File: config.mk
export PLATFORM = sky130hd
export DESIGN_NAME = ppd_ctrl
export DESIGN_NICKNAME = d
export VERILOG_FILES = /design/src/rtl/ppd_pkg.sv /design/src/rtl/ppd_sync.sv /design/src/rtl/ppd_fsm.sv /design/src/rtl/ppd_capture.sv /design/src/rtl/ppd_ctrl.sv
export SDC_FILE = /design/constraint.sdc
export NUM_CORES = 1
export LEC_CHECK = 0
export ABC_AREA = 1
export BUFFER_PORTS_ARGS = -buffer_cell sky130_fd_sc_hd__buf_2
export CORE_MARGIN = 8
export CORE_UTILIZATION = 38
export DETAILED_ROUTE_END_ITERATION = 7
export PLACE_DENSITY = 0.77
export REMOVE_ABC_BUFFERS = 1
export SLEW_MARGIN = 20
export SYNTH_ARGS = -nofsm -noshare
export SYNTH_HDL_FRONTEND = slang
export SYNTH_SLANG_ARGS = --single-unit
export TNS_END_PERCENT = 20
File: constraint.sdc
create_clock -name clk_i -period 1.77 [get_ports clk_i]
set_clock_uncertainty 0.15 [all_clocks]
set_input_delay 0.2655 -clock clk_i [delete_from_list [all_inputs] [get_ports clk_i]]
set_output_delay 0.2655 -clock clk_i [all_outputs]
set_load 0.01 [all_outputs]
File: src/rtl/ppd_pkg.sv
package ppd_pkg;
  localparam int unsigned ST_W = 3;
  typedef enum logic [ST_W-1:0] {
    ST_IDLE   = 3'd0,
    ST_PORT   = 3'd1,
    ST_PLAYER = 3'd2,
    ST_DATA   = 3'd3,
    ST_ACK    = 3'd4
  } ppd_state_e;
endpackage

File: src/rtl/ppd_sync.sv
module ppd_sync #(
  parameter int unsigned STAGES    = 2,
  parameter logic        RESET_VAL = 1'b1
) (
  input  logic clk_i,
  input  logic rst_ni,
  input  logic d_i,
  output logic q_o
);
  logic [STAGES-1:0] chain_q;

  always_ff @(posedge clk_i or negedge rst_ni) begin
    if (!rst_ni) chain_q[0] <= RESET_VAL;
    else         chain_q[0] <= d_i;
  end

  for (genvar g = 1; g < STAGES; g++) begin : g_stage
    always_ff @(posedge clk_i or negedge rst_ni) begin
      if (!rst_ni) chain_q[g] <= RESET_VAL;
      else         chain_q[g] <= chain_q[g-1];
    end
  end

  assign q_o = chain_q[STAGES-1];
endmodule

File: src/rtl/ppd_fsm.sv
module ppd_fsm
  import ppd_pkg::*;
(
  input  logic       clk_i,
  input  logic       rst_ni,
  input  logic       req_i,
  input  logic       rdy_i,
  input  logic       strb_n_i,
  input  logic       next_i,
  output ppd_state_e state_o,
  output logic       load_o,
  output logic       ack_no,
  output logic       mode_o,
  output logic       ready_o
);
  ppd_state_e st_q, st_d;

  always_comb begin
    st_d = st_q;
    unique case (st_q)
      ST_IDLE: if (req_i) st_d = ST_PORT;
      ST_PORT: begin
        if (!req_i)     st_d = ST_IDLE;
        else if (rdy_i) st_d = ST_PLAYER;
      end
      ST_PLAYER, ST_DATA, ST_ACK: begin
        if (!req_i)      st_d = ST_IDLE;
        else if (!rdy_i) st_d = ST_PORT;
        else begin
          // inner handshake, one step per edge
          unique case (st_q)
            ST_PLAYER: if (!strb_n_i) st_d = ST_DATA;
            ST_DATA:   if (next_i)    st_d = ST_ACK;
            default:   st_d = st_q;
          endcase
        end
      end
      default: st_d = ST_IDLE;
    endcase
  end

  always_ff @(posedge clk_i or negedge rst_ni) begin
    if (!rst_ni) begin
      st_q    <= ST_IDLE;
      ack_no  <= 1'b1;
      mode_o  <= 1'b0;
      ready_o <= 1'b0;
    end else begin
      st_q    <= st_d;
      ack_no  <= (st_d != ST_ACK);
      mode_o  <= (st_d != ST_IDLE);
      ready_o <= (st_d == ST_PLAYER);
    end
  end

  assign state_o = st_q;
  assign load_o  = (st_q == ST_PLAYER) && (st_d == ST_DATA);
endmodule

File: src/rtl/ppd_capture.sv
module ppd_capture #(
  parameter int unsigned DATA_W = 8
) (
  input  logic              clk_i,
  input  logic              rst_ni,
  input  logic              load_i,
  input  logic [DATA_W-1:0] data_i,
  output logic [DATA_W-1:0] byte_o,
  output logic              valid_o
);
  always_ff @(posedge clk_i or negedge rst_ni) begin
    if (!rst_ni) begin
      byte_o  <= '0;
      valid_o <= 1'b0;
    end else begin
      valid_o <= load_i;
      if (load_i) byte_o <= data_i;
    end
  end
endmodule

File: src/rtl/ppd_ctrl.sv
module ppd_ctrl
  import ppd_pkg::*;
#(
  parameter int unsigned DATA_W      = 8,
  parameter int unsigned SYNC_STAGES = 2
) (
  input  logic              clk_i,
  input  logic              rst_ni,
  input  logic              dl_req_i,
  input  logic              dl_ready_i,
  input  logic              strobe_ni,
  input  logic              next_req_i,
  input  logic [DATA_W-1:0] data_i,
  output logic              ack_no,
  output logic              mode_o,
  output logic              ready_o,
  output logic [DATA_W-1:0] byte_o,
  output logic              byte_valid_o,
  output logic [ST_W-1:0]   state_o
);
  logic       strb_n_s;
  logic       load;
  ppd_state_e st;

  ppd_sync #(.STAGES(SYNC_STAGES), .RESET_VAL(1'b1)) u_sync (
    .clk_i (clk_i),
    .rst_ni(rst_ni),
    .d_i   (strobe_ni),
    .q_o   (strb_n_s)
  );

  ppd_fsm u_fsm (
    .clk_i   (clk_i),
    .rst_ni  (rst_ni),
    .req_i   (dl_req_i),
    .rdy_i   (dl_ready_i),
    .strb_n_i(strb_n_s),
    .next_i  (next_req_i),
    .state_o (st),
    .load_o  (load),
    .ack_no  (ack_no),
    .mode_o  (mode_o),
    .ready_o (ready_o)
  );

  ppd_capture #(.DATA_W(DATA_W)) u_cap (
    .clk_i  (clk_i),
    .rst_ni (rst_ni),
    .load_i (load),
    .data_i (data_i),
    .byte_o (byte_o),
    .valid_o(byte_valid_o)
  );

  assign state_o = st;
endmodule

**Word level (Yosys, flattened, before mapping)**

Index checks and enable logic that the tools add are counted.
W data, S select, Z words.

- Equality and inequality tests: 7
- Muxes and demuxes: 9
- Reduce and logical (&&, ||, !) cells: 4

Operator list:

| kind | count |
|---|---|
| $mux W3 | 7 |
| $eq A3 B2 Y1 const B | 4 |
| $pmux W3 S3 | 1 |
| $pmux W3 S2 | 1 |
| $eq A3 B1 Y1 const B | 1 |
| $eq A3 B3 Y1 const B | 1 |
| $logic_not A3 Y1 | 1 |
| $ne A3 B3 Y1 const B | 1 |
| $reduce_bool A3 Y1 | 1 |
| $reduce_or A3 Y1 | 1 |
| $logic_and A1 B1 Y1 | 1 |

- Flip-flop bits (word level): 17
- Output and inout port bits: 15
- Word-level logic and storage cells: 28

**Logic depth before layout (Yosys ltp)**

- Depth after elaboration: 7
- Gate-level depth with buffers: 8
- Depth with buffers taken out: 8

**Cells and area by module**

From an unflattened synthesis, not the netlist that was laid out.

- Cells, all modules: 77
- Area, all modules: 730.7 µm²

By module, submodules not included:

| module | instances | cells an instance | area each (µm²) | seq. area each (µm²) |
|---|---|---|---|---|
| ppd_fsm | 1 | 40 | 347.8 | 151.4 |
| ppd_capture | 1 | 35 | 330.3 | 225.2 |
| ppd_sync | 1 | 2 | 52.6 | 52.6 |

**Worst setup path after synthesis**

Ideal clock, no wire load.

- Path type: reg2reg
- From: register u_fsm.st_q[0], in the netlist u_fsm.state_o[0]
- To: register u_cap.byte_o[0]
- Data arrival time: 1.034 ns
- Required time: 1.503 ns
- Slack: 0.470 ns
- Stages on the path, launching flop included: 9
- Period minus slack after synthesis: 1.300 ns
- Cells stage by stage: dfrtp_1 -> inv_2 -> nand2_1 -> nand3_2 -> nand2_2 -> nand2_4 -> nand3_4 -> nand2_1 -> nand2_1

- Cells in the longest elaborated chain, start to end: 7
- Elaborated cells on any way between the ends: 17
- Those cells by class: eq/ne (5); mux (9); reduce/logical (3)

RTL lines:

| element | RTL line | RTL |
|---|---|---|
| start, declared | ppd_fsm.sv:16 | `ppd_state_e st_q, st_d;` |
| start signal, assigned | ppd_fsm.sv:49 | `st_q <= st_d;` |
| $eq A3 B2 Y1 (tied with other cells) | ppd_fsm.sv:20, ppd_fsm.sv:31 |  |
| $pmux W3 S2 | ppd_fsm.sv:31 | `unique case (st_q)` |
| $mux W3 | ppd_fsm.sv:28 | `else if (!rdy_i) st_d = ST_PORT;` |
| $mux W3 | ppd_fsm.sv:27 | `if (!req_i) st_d = ST_IDLE;` |
| $pmux W3 S3 | ppd_fsm.sv:20 | `unique case (st_q)` |
| $eq A3 B2 Y1 | ppd_fsm.sv:57 | `assign load_o = (st_q == ST_PLAYER) && (st_d == ST_DATA);` |
| $logic_and A1 B1 Y1 (*) | ppd_fsm.sv:57 |  |
| end signal, assigned | ppd_capture.sv:17 | `if (load_i) byte_o <= data_i;` |
| end, declared | ppd_capture.sv:8 | `output logic [DATA_W-1:0] byte_o,` |

Every way passes the cells marked *; elsewhere a longest branch is shown, timed or not.
A chain may end at the register's enable or synchronous reset.

**Final worst setup path**

- From: register u_fsm.st_q[0], in the netlist u_fsm.state_o[0]
- To: register u_cap.byte_o[5]

Same word-level chain as after synthesis.

==> results.py <==
metrics = {
    "status": {
        "status": "finished clean",
    },
    "floorplan": {
        "fp-row-count": 15,
        "core_um2": 1750,
        "die_w_um": 59.5,
        "dieArea_um2": 3540,
        "initial_core_util_pct": 41.2,
        "ios": 29,
        "fp.dieH_um": 59.5,
    },
    "detailed_routing": {
        "vias": 586,
        "antenna_left": 0,
        "first_pass_iters": 4,
        "drcViolationCount": 0,
        "totalWireLength_um": 1600,
        "wl_per_cell_um": 12.2,
        "drt_iter0_drc": 13,
        "vias_per_cell": 4.47,
    },
    "global_routing": {
        "track_usage_pct": 9.86,
        "grt_pass1_wl_um": 2620,
        "antenna_found_initial": 0,
        "grt_overflow_total": 0,
        "grt_pass1_vias": 621,
        "grt_max_degree": 18,
    },
    "sta": {
        "relSlewSlack_pct": 75.3,
        "finalHoldViolCount": 0,
        "rsz0062_at_grt": "false",
        "maxSlewViolCount": 0,
        "final.setup.tns_ns": 0,
        "tightest_slew_ns": 0.370,
        "max_freq_mhz": 719,
        "finalSetupViolCount": 0,
        "finalCritPeriodShare_pct": 78.6,
        "fin_ws_ns": 0.379,
        "layout_min_cycle_time_ns": 1.39,
    },
    "hold_path": {
        "hold_path.class": "input pin to flip-flop",
        "holdPathStages": 3,
        "min-delay-start": "data_i[6]",
        "min_delay_worst_endpoint": "u_cap.byte_o[6]",
    },
    "critical_path": {
        "required_ns": 1.80,
        "r2r-start": "u_fsm.state_o[0]",
        "reg2reg_slack_ns": 0.38,
        "startpoint": "u_fsm.state_o[0]",
        "critPathCaptureType": "flip-flop",
        "cp.arrival_ns": 1.42,
        "crit_type": "flip-flop to flip-flop",
        "r2r-end": "u_cap.byte_o[5]",
        "reg2reg_depth": 8,
        "path_max_fanout": 10,
        "startpoint_type": "flip-flop",
    },
    "cts": {
        "cts.sink_count": 17,
        "h-tree-depth": 1,
        "cts_root_buf": "clkbuf_4",
        "clk_pin_slew_ns": 0.10,
        "worstSkewPairLatency_ns": 0.28,
        "clock_path_buffers": 2,
        "numCtsBuffers": 3,
        "cts_tree": "yes",
        "cts_resized": 0,
    },
    "layout": {
        "drive_gt1_share_pct": 46.2,
        "final_design_area_no_fill_um2": 931,
        "final_cell_count_no_fill": 131,
        "final_cell_mix": "buf_2, nand2_1, dfrtp_1",
        "layout_commonest_cell": "buf_2",
        "diodes": 0,
        "utilization_pct": 53.3,
        "final_nets": 121,
        "syn2layout_area_growth_pct": 29.4,
        "seq_area_um2": 429,
        "n_fill_cell": 168,
        "multi_input_area_um2": 234,
    },
    "placement": {
        "dp_slack_ns": 0.316,
        "place.gp.congestion": 0.768,
        "portBuffers": 28,
        "hpwl_um": 1300,
        "placed_area_um2": 883,
        "place_inst": 125,
    },
    "power_and_ir_drop": {
        "ir_drop_v": 0.000517,
        "power_density_nw_per_um2": 846,
        "power_leakage_uw": 0.000546,
    },
    "logic_synthesis": {
        "ys_seq_area_share_pct": 59.7,
        "synth_warnings": 0,
        "synthDistinctLibCells": 15,
        "syn_area_per_cell_um2": 9.86,
        "syn_area_um2": 719,
        "synth-seq-cells": 17,
        "synth_cells": 73,
    },
    "flow_run": {
        "cap_violations": 0,
    },
}
[synthesized netlist by cell type]
| master | instances | area (um^2) |
|---|---|---|
| inv_1 | 7 | 26.3 |
| clkbuf_4 | 1 | 7.51 |
| nand4_1 | 9 | 56.3 |
| nand3_4 | 1 | 17.5 |
| o21ai_1 | 1 | 5.00 |
| nand3_2 | 1 | 10.0 |
| clkinv_1 | 1 | 3.75 |
| nand2_4 | 2 | 22.5 |
| nor2_2 | 1 | 6.26 |
| inv_2 | 5 | 18.8 |
| nand2_2 | 4 | 25.0 |
| dfstp_2 | 3 | 78.8 |
| nand3_1 | 4 | 20.0 |
| nand2_1 | 19 | 71.3 |
| dfrtp_1 | 14 | 350 |
[how the worst max path moves through the flow]
stage | to | slack [ns] | cells after the start
6_report | u_cap.byte_o[5] | 0.38 | 8
5_1_grt | u_cap.byte_o[5] | 0.27 | 8
4_1_cts | u_cap.byte_o[5] | 0.37 | 8
3_5_place_dp | u_cap.byte_o[2] | 0.32 | 8
3_3_place_gp | u_cap.byte_o[5] | 0.36 | 8
2_1_floorplan | u_cap.byte_o[0] | 0.47 | 8
[registers in the layout (all words and copies together) (netlist names)]
| name | count |
|---|---|
| u_cap.byte_o | 8 |
| u_sync.q_o | 1 |
| u_fsm.ready_o | 1 |
| u_sync.chain_q | 1 |
| u_fsm.state_o | 3 |
| u_fsm.ack_no | 1 |
| u_cap.valid_o | 1 |
| u_fsm.mode_o | 1 |
[worst max-delay path: stages (launching register included)]
cell and delay, ns:
dfrtp_1 0.43, inv_2 0.11, nand2_4 0.07, nand2_2 0.07, nand2_2 0.06, nand2_4 0.13
nand3_4 0.14, nand2_1 0.09, nand2_1 0.05
[layout make-up]
| cell class | instances | area share [%] |
|---|---|---|
| clock buffer | 3 | 2.42 |
| clock inverter | 1 | 0.538 |
| inverter | 13 | 5.24 |
| multi-input combinational | 42 | 25.1 |
| sequential | 17 | 46.1 |
| tap | 25 | 3.36 |
| timing repair buffer | 30 | 17.2 |
[kinds of logic (layout without fill, tap and decap cells)]
logic type,after synthesis,count (layout),share of synthesized area (%)
flops,17,17,59.7
compound gates,1,1,0.695
buf+inv,14,47,7.83
simple gates,41,41,31.8
[repair_timing]
action	in CTS	in global routing
hold buffers	2	0
endpoints found under the hold margin	15	0
setup buffers	0	0
[per-layer routing]
metal / wire, um / share of wire [%] / vias up / global-route usage [%]
li1: - / - / 301 / -
met1: 653 / 41 / 270 / 10.0
met2: 827 / 52 / 15 / 16.6
met3: 117 / 7.3 / 0 / 3.04
met4: 0 / 0 / 0 / 7.14
met5: 0 / 0 / - / 0
[stage by stage]
step | total power, uW | hold WS (ns)
3_3_place_gp | 592 | 0.0469
4_1_cts | 803 | 0.0697
6_report | 787 | 0.0791
3_5_place_dp | 596 | 0.0512
5_1_grt | 840 | 0.0739
2_1_floorplan | 521 | -0.180
[report_power, final]
part | internal, uW | switching, uW | leakage, uW | total (uW)
Combinational | 57.8 | 85.1 | 0.000310 | 143
Sequential | 426 | 18.8 | 0.000218 | 445
Clock | 83.9 | 116 | 0.0000177 | 200
Total | 568 | 220 | 0.000546 | 787
Note: power is estimated with default switching activity, not from simulation.
